==> src/rtl/pbl_pkg.sv <==
package pbl_pkg;
  localparam int unsigned BANK_W  = 5;
  localparam int unsigned WIN_W   = 12;
  localparam int unsigned GADDR_W = WIN_W + 1;
  localparam int unsigned CHR_W   = BANK_W + WIN_W;
  localparam int unsigned NUM_HALF = 2;
  localparam int unsigned NUM_REG  = 2 * NUM_HALF;
  localparam int unsigned ROW_W    = 3;

  localparam logic [7:0] TILE_FD = 8'hFD;
  localparam logic [7:0] TILE_FE = 8'hFE;

  // state encoding doubles as the low bit of the register index
  typedef enum logic {
    LAT_FD = 1'b0,
    LAT_FE = 1'b1
  } lat_e;
endpackage

==> src/rtl/pbl_match.sv <==
module pbl_match
  import pbl_pkg::*;
#(
  parameter logic HALF    = 1'b0,
  parameter bit   ROW_ANY = 1'b0
) (
  input  logic [GADDR_W-1:0] addr_i,
  output logic               hit_fd_o,
  output logic               hit_fe_o
);
  logic half_ok;
  logic plane_ok;
  logic row_ok;

  assign half_ok  = (addr_i[GADDR_W-1] == HALF);
  assign plane_ok = addr_i[ROW_W];

  generate
    if (ROW_ANY) begin : g_any_row
      assign row_ok = 1'b1;
    end else begin : g_top_row
      assign row_ok = (addr_i[ROW_W-1:0] == '0);
    end
  endgenerate

  assign hit_fd_o = half_ok && plane_ok && row_ok && (addr_i[WIN_W-1:ROW_W+1] == TILE_FD);
  assign hit_fe_o = half_ok && plane_ok && row_ok && (addr_i[WIN_W-1:ROW_W+1] == TILE_FE);
endmodule

==> src/rtl/pbl_latch.sv <==
module pbl_latch
  import pbl_pkg::*;
(
  input  logic clk_i,
  input  logic rst_ni,
  input  logic rd_i,
  input  logic hit_fd_i,
  input  logic hit_fe_i,
  output lat_e state_o
);
  logic rd_q;
  logic pend_vld_q;
  logic pend_fe_q;
  lat_e state_q;
  logic commit;

  assign commit = rd_q && !rd_i && pend_vld_q;

  always_ff @(posedge clk_i or negedge rst_ni) begin
    if (!rst_ni) begin
      rd_q       <= 1'b0;
      pend_vld_q <= 1'b0;
      pend_fe_q  <= 1'b0;
      state_q    <= LAT_FE;
    end else begin
      rd_q <= rd_i;
      if (rd_i) begin
        pend_vld_q <= hit_fd_i || hit_fe_i;
        pend_fe_q  <= hit_fe_i;
      end else begin
        pend_vld_q <= 1'b0;
      end
      if (commit) state_q <= pend_fe_q ? LAT_FE : LAT_FD;
    end
  end

  assign state_o = state_q;

  AST_HOLD_DURING_READ: assert property (@(posedge clk_i) disable iff (!rst_ni)
    rd_i |=> $stable(state_q));

  AST_COMMIT_ON_DROP: assert property (@(posedge clk_i) disable iff (!rst_ni)
    (rd_q && !rd_i && pend_vld_q) |=> (state_q == ($past(pend_fe_q) ? LAT_FE : LAT_FD)));

  AST_IDLE_NO_CHANGE: assert property (@(posedge clk_i) disable iff (!rst_ni)
    (!rd_i && !rd_q) |=> $stable(state_q));
endmodule

==> src/rtl/pbl_bank_regs.sv <==
module pbl_bank_regs
  import pbl_pkg::*;
(
  input  logic              clk_i,
  input  logic              rst_ni,
  input  logic [NUM_REG-1:0] wr_i,
  input  logic [BANK_W-1:0] data_i,
  output logic [BANK_W-1:0] banks_o [NUM_REG]
);
  for (genvar k = 0; k < NUM_REG; k++) begin : g_reg
    logic [BANK_W-1:0] bank_q;

    always_ff @(posedge clk_i or negedge rst_ni) begin
      if (!rst_ni)   bank_q <= '0;
      else if (wr_i[k]) bank_q <= data_i;
    end

    assign banks_o[k] = bank_q;

    AST_WRITE_LANDS: assert property (@(posedge clk_i) disable iff (!rst_ni)
      wr_i[k] |=> (bank_q == $past(data_i)));
  end
endmodule

==> src/rtl/pbl_bank_mux.sv <==
module pbl_bank_mux
  import pbl_pkg::*;
(
  input  logic [GADDR_W-1:0] addr_i,
  input  lat_e               state_i [NUM_HALF],
  input  logic [BANK_W-1:0]  banks_i [NUM_REG],
  output logic [CHR_W-1:0]   chr_addr_o
);
  logic                          half;
  logic [$clog2(NUM_REG)-1:0]    sel;

  always_comb begin
    half = addr_i[GADDR_W-1];
    sel  = {half, state_i[half]};
    chr_addr_o = {banks_i[sel], addr_i[WIN_W-1:0]};
  end
endmodule

==> src/rtl/tile_bank_switch.sv <==
module tile_bank_switch
  import pbl_pkg::*;
(
  input  logic               clk_i,
  input  logic               rst_ni,
  input  logic [GADDR_W-1:0] gfx_addr_i,
  input  logic               gfx_rd_i,
  input  logic [NUM_REG-1:0] bank_wr_i,
  input  logic [BANK_W-1:0]  bank_data_i,
  output logic [CHR_W-1:0]   chr_addr_o
);
  lat_e              state [NUM_HALF];
  logic [BANK_W-1:0] banks [NUM_REG];

  for (genvar h = 0; h < NUM_HALF; h++) begin : g_half
    logic hit_fd;
    logic hit_fe;

    // lower half triggers on the top row only, upper half on every row
    pbl_match #(
      .HALF    (h[0]),
      .ROW_ANY (h != 0)
    ) u_match (
      .addr_i   (gfx_addr_i),
      .hit_fd_o (hit_fd),
      .hit_fe_o (hit_fe)
    );

    pbl_latch u_latch (
      .clk_i    (clk_i),
      .rst_ni   (rst_ni),
      .rd_i     (gfx_rd_i),
      .hit_fd_i (hit_fd),
      .hit_fe_i (hit_fe),
      .state_o  (state[h])
    );
  end

  pbl_bank_regs u_regs (
    .clk_i   (clk_i),
    .rst_ni  (rst_ni),
    .wr_i    (bank_wr_i),
    .data_i  (bank_data_i),
    .banks_o (banks)
  );

  pbl_bank_mux u_mux (
    .addr_i     (gfx_addr_i),
    .state_i    (state),
    .banks_i    (banks),
    .chr_addr_o (chr_addr_o)
  );

  AST_OUT_STABLE_IN_READ: assert property (@(posedge clk_i) disable iff (!rst_ni)
    (gfx_rd_i && $past(gfx_rd_i) && $stable(gfx_addr_i) && ($past(bank_wr_i) == '0))
      |-> $stable(chr_addr_o));

  AST_WINDOW_PASS: assert property (@(posedge clk_i) disable iff (!rst_ni)
    $stable(gfx_addr_i[WIN_W-1:0]) |-> $stable(chr_addr_o[WIN_W-1:0]));

  AST_STATE_AFTER_RESET: assert property (@(posedge clk_i)
    $rose(rst_ni) |-> (state[0] == LAT_FE && state[1] == LAT_FE));
endmodule

==> config.mk <==
export PLATFORM = sky130hd
export DESIGN_NAME = tile_bank_switch
export DESIGN_NICKNAME = d
export VERILOG_FILES = /design/src/rtl/pbl_pkg.sv /design/src/rtl/pbl_match.sv /design/src/rtl/pbl_latch.sv /design/src/rtl/pbl_bank_regs.sv /design/src/rtl/pbl_bank_mux.sv /design/src/rtl/tile_bank_switch.sv
export SDC_FILE = /design/constraint.sdc
export NUM_CORES = 1
export LEC_CHECK = 0
export BUFFER_PORTS_ARGS = -buffer_cell sky130_fd_sc_hd__buf_2
export CELL_PAD_IN_SITES_DETAIL_PLACEMENT = 0
export CELL_PAD_IN_SITES_GLOBAL_PLACEMENT = 1
export CORE_ASPECT_RATIO = 0.5
export CORE_MARGIN = 8
export CORE_UTILIZATION = 38
export CTS_CLUSTER_SIZE = 16
export DETAILED_ROUTE_END_ITERATION = 8
export PLACE_DENSITY = 0.77
export RECOVER_POWER = 50
export SYNTH_ARGS = -nofsm -noshare
export SYNTH_HDL_FRONTEND = slang
export SYNTH_SLANG_ARGS = --single-unit
==> constraint.sdc <==
create_clock -name clk_i -period 1.4 [get_ports clk_i]
set_input_delay 0.28 -clock clk_i [delete_from_list [all_inputs] [get_ports clk_i]]
set_output_delay 0.28 -clock clk_i [all_outputs]
set_load 0.02 [all_outputs]
==> run metrics, run 1 <==
outcome=finished, violations left; failing checks=setup timing; initial DRC count=27; worst-path cell chain=buf_6, a211oi_2, a21oi_1, buf_4; clock sink count=27; area of the core=0.003341 mm2; GRT Total Usage=9.443%; skew final=0.001014 ns; Initial Util=38.46%; met2 Use GR=15.38%; cell-internal power=1183 uW; DP Area=0.001445 mm2; RSZ-0062 raised after global routing=true; hold crit path type=in -> reg; Row Count=15; static leakage=0.0006922 uW; I/O pin total=42; Synth Instances=101; initial antenna violation count=0; Synth Register Bits=27; clock buffer depth=2; ant diodes=0; vias in the first global route=978; post-detailed-route via-to-cell ratio=4.927; critical path startpoint category=register; crit-path max cell delay=0.63 ns; leading cell type in the layout, fill and taps excluded=buf_2; Worst Reg2Reg Path Length in Cells=4; Seq. cell area=678.2 um2; Peak supply drop=0.3228 mV; Total Power=1585 uW; Clock Latency Late Sink=0.27 ns; met1 Track Usage GR=11.82%; clock power share=27.1%; Tcrit/Tclk final=120.6%; synthesized area per cell=12.72 um2; cell family with most CP delay=flip-flops; DRC=0; crit path time final=1.688 ns; Multi-input gate area=526.8 um2; Critical Path Sink Type=output pin; worst-margin pin slew=1.372 ns; post-synth net total=126; share of post-route cells with drive strength above 1=58.82%; worst hold path cell count=1; chip height=57.12 um; global route total overflow=0; commonest non-fill, non-tap cells in the layout=buf_2 (34), dfrtp_1 (25), mux2_2 (20); first-pass GRT wire length=4236 um; WL per Instance=14.44 um; Area growth syn-to-layout=22.49%; vias post-DR=877; die area=0.005611 mm2; endpoints failing setup=5; MaxCap Viol Count=0; routability cong.=0.6969; Sw Ratio=25.35%; Net Switching=401.8 uW; CTS tree=done; slew margin rel.=8.522%; Most Used Layer, Global Route=met2; share of power burned in registers=54.7%; CP max FO=7; Post-DRT Antenna Nets=0; WS Path Type=reg -> out; total CTS buffers=3; # fillers=310; Root Driver=clkbuf_8; largest net degree at the start of global routing=28; final hold violations=0; drt total wl=2571 um; Pwr Density=1007 mW/mm2; Syn. warnings=0; Net count, final=162; critical-path cell with the highest stage delay=dfstp_2; required time worst endpoint=1.12 ns; die width=98.24 um; logic gate share of total power=18.2%; Finished Cell Area=0.001574 mm2; final slew viol count=0; Max Freq=592.5 MHz; TritonRoute pass-1 iters=4; register area share after synthesis=52.78%; Post-CTS Hold Buffers=0; PortBufs=41; Crit path depth=4; clock slew at reported path FFs=0.08 ns; H-tree depth=1; post-synthesis instance area=0.001285 mm2; GR Layer Usage met3=2.667%; worst setup margin=-0.2877 ns; WP data arrival=1.41 ns; Cell variety after synth=21; Bufs and invs on worst path=2
path summary, 6_finish.rpt:
path	from	endpoint	slack, ns
min reg2reg	u_regs.g_reg[0].bank_q[2]	u_regs.g_reg[0].bank_q[2]	0.50
max reg2reg	g_half[0].u_latch.state_o	g_half[0].u_latch.state_o	0.25
max	g_half[0].u_latch.state_o	chr_addr_o[16]	-0.29
min	gfx_rd_i	g_half[1].u_latch.rd_q	0.24
max in group asynchronous	rst_ni	u_regs.g_reg[0].bank_q[2]	0.29
min in group asynchronous	rst_ni	g_half[1].u_latch.rd_q	0.31
cells by family after synthesis:
kind of cell           after synthesis  synth area share [%]
flip-flops                          27                 52.78
multiplexers                        27                 23.76
AO/OA/AOI/OAI                       12                 6.329
XOR/XNOR                             1                0.6817
AND/OR/NAND/NOR                     17                 7.693
buffers and inverters               17                 8.764
layer usage:
metal / wire length, um / share of wire, %
met5: 0 / 0
met4: 34 / 1.3
met3: 129 / 5.0
met2: 1146 / 45
met1: 1259 / 49
registers in the layout, summed over array words and instances (netlist names):
register,count
u_regs.g.bank_q,20
g_half.u_latch.pend_fe_q,2
g_half.u_latch.pend_vld_q,2
g_half.u_latch.state_o,2
g_half.u_latch.rd_q,1
worst register-to-register path: stages, from the launching register on:
cell	delay (ns)
dfstp_2	0.63
buf_6	0.16
buf_4	0.11
buf_4	0.09
mux2_4	0.12
through the flow:
step / TNS [ns] / hold WS [ns] / setup WS [ns] / cells / util (%)
finish: -1.407 / 0.2355 / -0.2877 / 178 / 47.12
global route: -1.798 / 0.2338 / -0.4077 / 178 / 47.12
CTS: -1.459 / 0.02047 / -0.2952 / 178 / 46.22
detailed placement: -0.1689 / 0.3181 / -0.07020 / 170 / 43.26
global placement: -0.08253 / 0.3092 / -0.02776 / 170 / 43.26
floorplan: 0 / -0.01559 / 0.001727 / 101 / -
synthesized netlist by cell type:
library cell  number  area share (%)
dfrtp_1           25              49
mux2_2            20              18
buf_4             12             7.0
nor2b_1            6             2.9
a211oi_1           5             2.9
a21oi_1            5             1.9
mux2i_1            5             3.9
buf_2              3             1.2
dfstp_2            2             4.1
inv_1              2            0.58
mux2_4             2             2.3
nand2_1            2            0.58
nand3_1            2            0.78
nand4_1            2            0.97
nor2_1             2            0.58
and4_1             1            0.68
nor2b_2            1            0.68
nor4_1             1            0.49
o22ai_1            1            0.49
o22ai_2            1            0.97
xor2_1             1            0.68
power groups by stage:
stage                     Sequential [uW]  Clock (uW)  Combinational (uW)
final                                 867         429                 289
after global routing                  877         469                 317
after CTS                             866         448                 280
after detailed placement              881           0                 269
after global placement                878           0                 264
after floorplan                       873           0                 177
area by class of cell:
type                       instances  share of cell area, %
sequential                        27                  43.08
multi-input combinational         57                  33.47
timing repair buffer              46                  16.77
tap                               42                  3.339
clock buffer                       4                  2.862
inverter                           2                 0.4769
what timing repair did:
item,in CTS,in global routing
setup endpoints to repair,5,5
endpoints found under the hold margin,0,0
gates resized for setup,8,8
pin swaps,4,2
setup buffers,4,0
Note: power is estimated with default switching activity, not from simulation.
==> run 2: changes to the inputs <==
--- a/config.mk
+++ b/config.mk
@@ -6,11 +6,11 @@
 export NUM_CORES = 1
 export LEC_CHECK = 0
 export BUFFER_PORTS_ARGS = -buffer_cell sky130_fd_sc_hd__buf_2
-export CELL_PAD_IN_SITES_DETAIL_PLACEMENT = 0
-export CELL_PAD_IN_SITES_GLOBAL_PLACEMENT = 1
+export CELL_PAD_IN_SITES_DETAIL_PLACEMENT = 1
+export CELL_PAD_IN_SITES_GLOBAL_PLACEMENT = 2
 export CORE_ASPECT_RATIO = 0.5
 export CORE_MARGIN = 8
-export CORE_UTILIZATION = 38
+export CORE_UTILIZATION = 31
 export CTS_CLUSTER_SIZE = 16
 export DETAILED_ROUTE_END_ITERATION = 8
 export PLACE_DENSITY = 0.77
==> run metrics, run 2 (same netlist as run 1, synthesis figures left out) <==
outcome=finished, violations left; failing checks=setup timing; chip height=61.53 um; skew final=0.0002992 ns; H-tree depth=1; max reg flops=20; PortBufs=41; largest net degree at the start of global routing=28; leading cell type in the layout, fill and taps excluded=buf_2; clock buffer depth=2; total CTS buffers=3; Tcrit/Tclk final=121.8%; DRC=0; area of the core=0.003944 mm2; Max Freq=586.3 MHz; drt total wl=3071 um; worst-margin pin slew=1.444 ns; die width=107.1 um; RSZ-0062 raised after global routing=true; die area=0.006586 mm2; static leakage=0.0006845 uW; TritonRoute pass-1 iters=2; critical path startpoint category=register; initial antenna violation count=0; global route total overflow=0; R2R setup slack=0.44 ns; WP data arrival=1.43 ns; Root Driver=clkbuf_8; Post-CTS Hold Buffers=0; Peak supply drop=0.3260 mV; worst setup margin=-0.3056 ns; I/O pin total=42; Most flops, register=u_regs.g.bank_q; hold crit path type=in -> reg; Pwr Density=1012 mW/mm2; Non-Filler Instances=189; Total Power=1576 uW; first-pass GRT wire length=4733 um; Post-Place Cells=181; endpoints failing setup=5; final hold violations=0; Row Count=16; routability cong.=0.6859; CP max FO=3; Clock Latency Late Sink=0.26 ns; slew margin rel.=3.721%; initial DRC count=21; MaxCap Viol Count=0; Post-DRT Antenna Nets=0; WS Path Type=reg -> out; Initial Util=32.58%; GRT Total Usage=9.474%; vias post-DR=890; vias in the first global route=953; CTS tree=done; Net count, final=161; clock sink count=27; Critical Path Sink Type=output pin; required time worst endpoint=1.12 ns; clock slew at reported path FFs=0.08 ns; ant diodes=0; dpl hpwl=2216 um; final slew viol count=0; Area growth syn-to-layout=21.13%; commonest non-fill, non-tap cells in the layout=buf_2 (35), dfrtp_1 (25), mux2_2 (20); WL per Instance=16.25 um; post-detailed-route via-to-cell ratio=4.709; crit path time final=1.706 ns; share of post-route cells with drive strength above 1=55.56%
==> run 2: changes by cell type in the layout (fill, tap and decap cells not counted), moves of 2 or more <==
cell | previous run | this run
a211oi_1 | 0 | 3
a211oi_2 | 5 | 2
a21oi_1 | 3 | 5
a21oi_2 | 2 | 0
buf_6 | 3 | 1
==> run 2: power breakdown <==
| group | total [uW] | switching [uW] | internal, uW | leakage, uW |
|---|---|---|---|---|
| Sequential | 869 | 30.1 | 839 | 0.000322 |
| Clock | 424 | 220 | 203 | 0.0000228 |
| Combinational | 283 | 149 | 134 | 0.000340 |
| Total | 1580 | 400 | 1180 | 0.000684 |
==> run 2: final cells by class <==
cell class,instances,area [um2]
clock buffers,4,45.04
fillers,426,2387
inverters,2,7.507
multi-input cells,57,511.7
flip-flops and latches,27,678.2
well taps,54,67.56
repair buffers,45,246.5
==> run 2: path summary, 6_finish.rpt <==
check                                           from                         to  cells past startpoint
setup reg to reg              g_half[1].u_latch.rd_q  g_half[1].u_latch.state_o                      3
setup / recovery           g_half[0].u_latch.state_o             chr_addr_o[12]                      5
max in group asynchronous                     rst_ni  u_regs.g_reg[2].bank_q[2]                      1
hold / removal                              gfx_rd_i     g_half[1].u_latch.rd_q                      1
hold reg to reg            u_regs.g_reg[0].bank_q[4]  u_regs.g_reg[0].bank_q[4]                      1
min in group asynchronous                     rst_ni  u_regs.g_reg[1].bank_q[0]                      1
==> run 2: repair_timing <==
action | in CTS | in global routing
buffers inserted | 3 | 1
endpoints found under the setup margin | 5 | 5
pin swaps | 4 | 3
hold endpoints to repair | 0 | 0
gates cloned | 0 | 0
resized for setup | 6 | 5
==> run 2: worst max-delay path: stages, from the launching register on <==
cell	delay [ns]
dfstp_2	0.56
buf_4	0.12
nor2b_1	0.05
a211oi_1	0.21
a21oi_1	0.06
buf_2	0.17
==> run 2: stage by stage <==
| stage | utilization, % | worst slack [ns] | hold slack [ns] | cell area (um2) | setup TNS [ns] |
|---|---|---|---|---|---|
| global placement | 36.83 | -0.04180 | 0.3121 | 1453 | -0.1143 |
| floorplan | - | 0.001727 | -0.01559 | 1285 | 0 |
| finish | 39.47 | -0.3056 | 0.2483 | 1556 | -1.428 |
| CTS | 38.86 | -0.2973 | 0.01423 | 1533 | -1.424 |
| detailed placement | 36.83 | -0.08356 | 0.3115 | 1453 | -0.2249 |
| global route | 39.47 | -0.3644 | 0.2528 | 1556 | -1.773 |
==> run 2: per-layer routing <==
layer | part of all wire (%) | routed length [um] | vias up | global-route usage (%)
met5 | 0 | 0 | - | 0
met3 | 4.8 | 148 | 2 | 3.340
met1 | 44 | 1361 | 448 | 10.65
met4 | 0.88 | 27 | 0 | 2.970
met2 | 50 | 1533 | 25 | 16.84
li1 | - | - | 415 | -
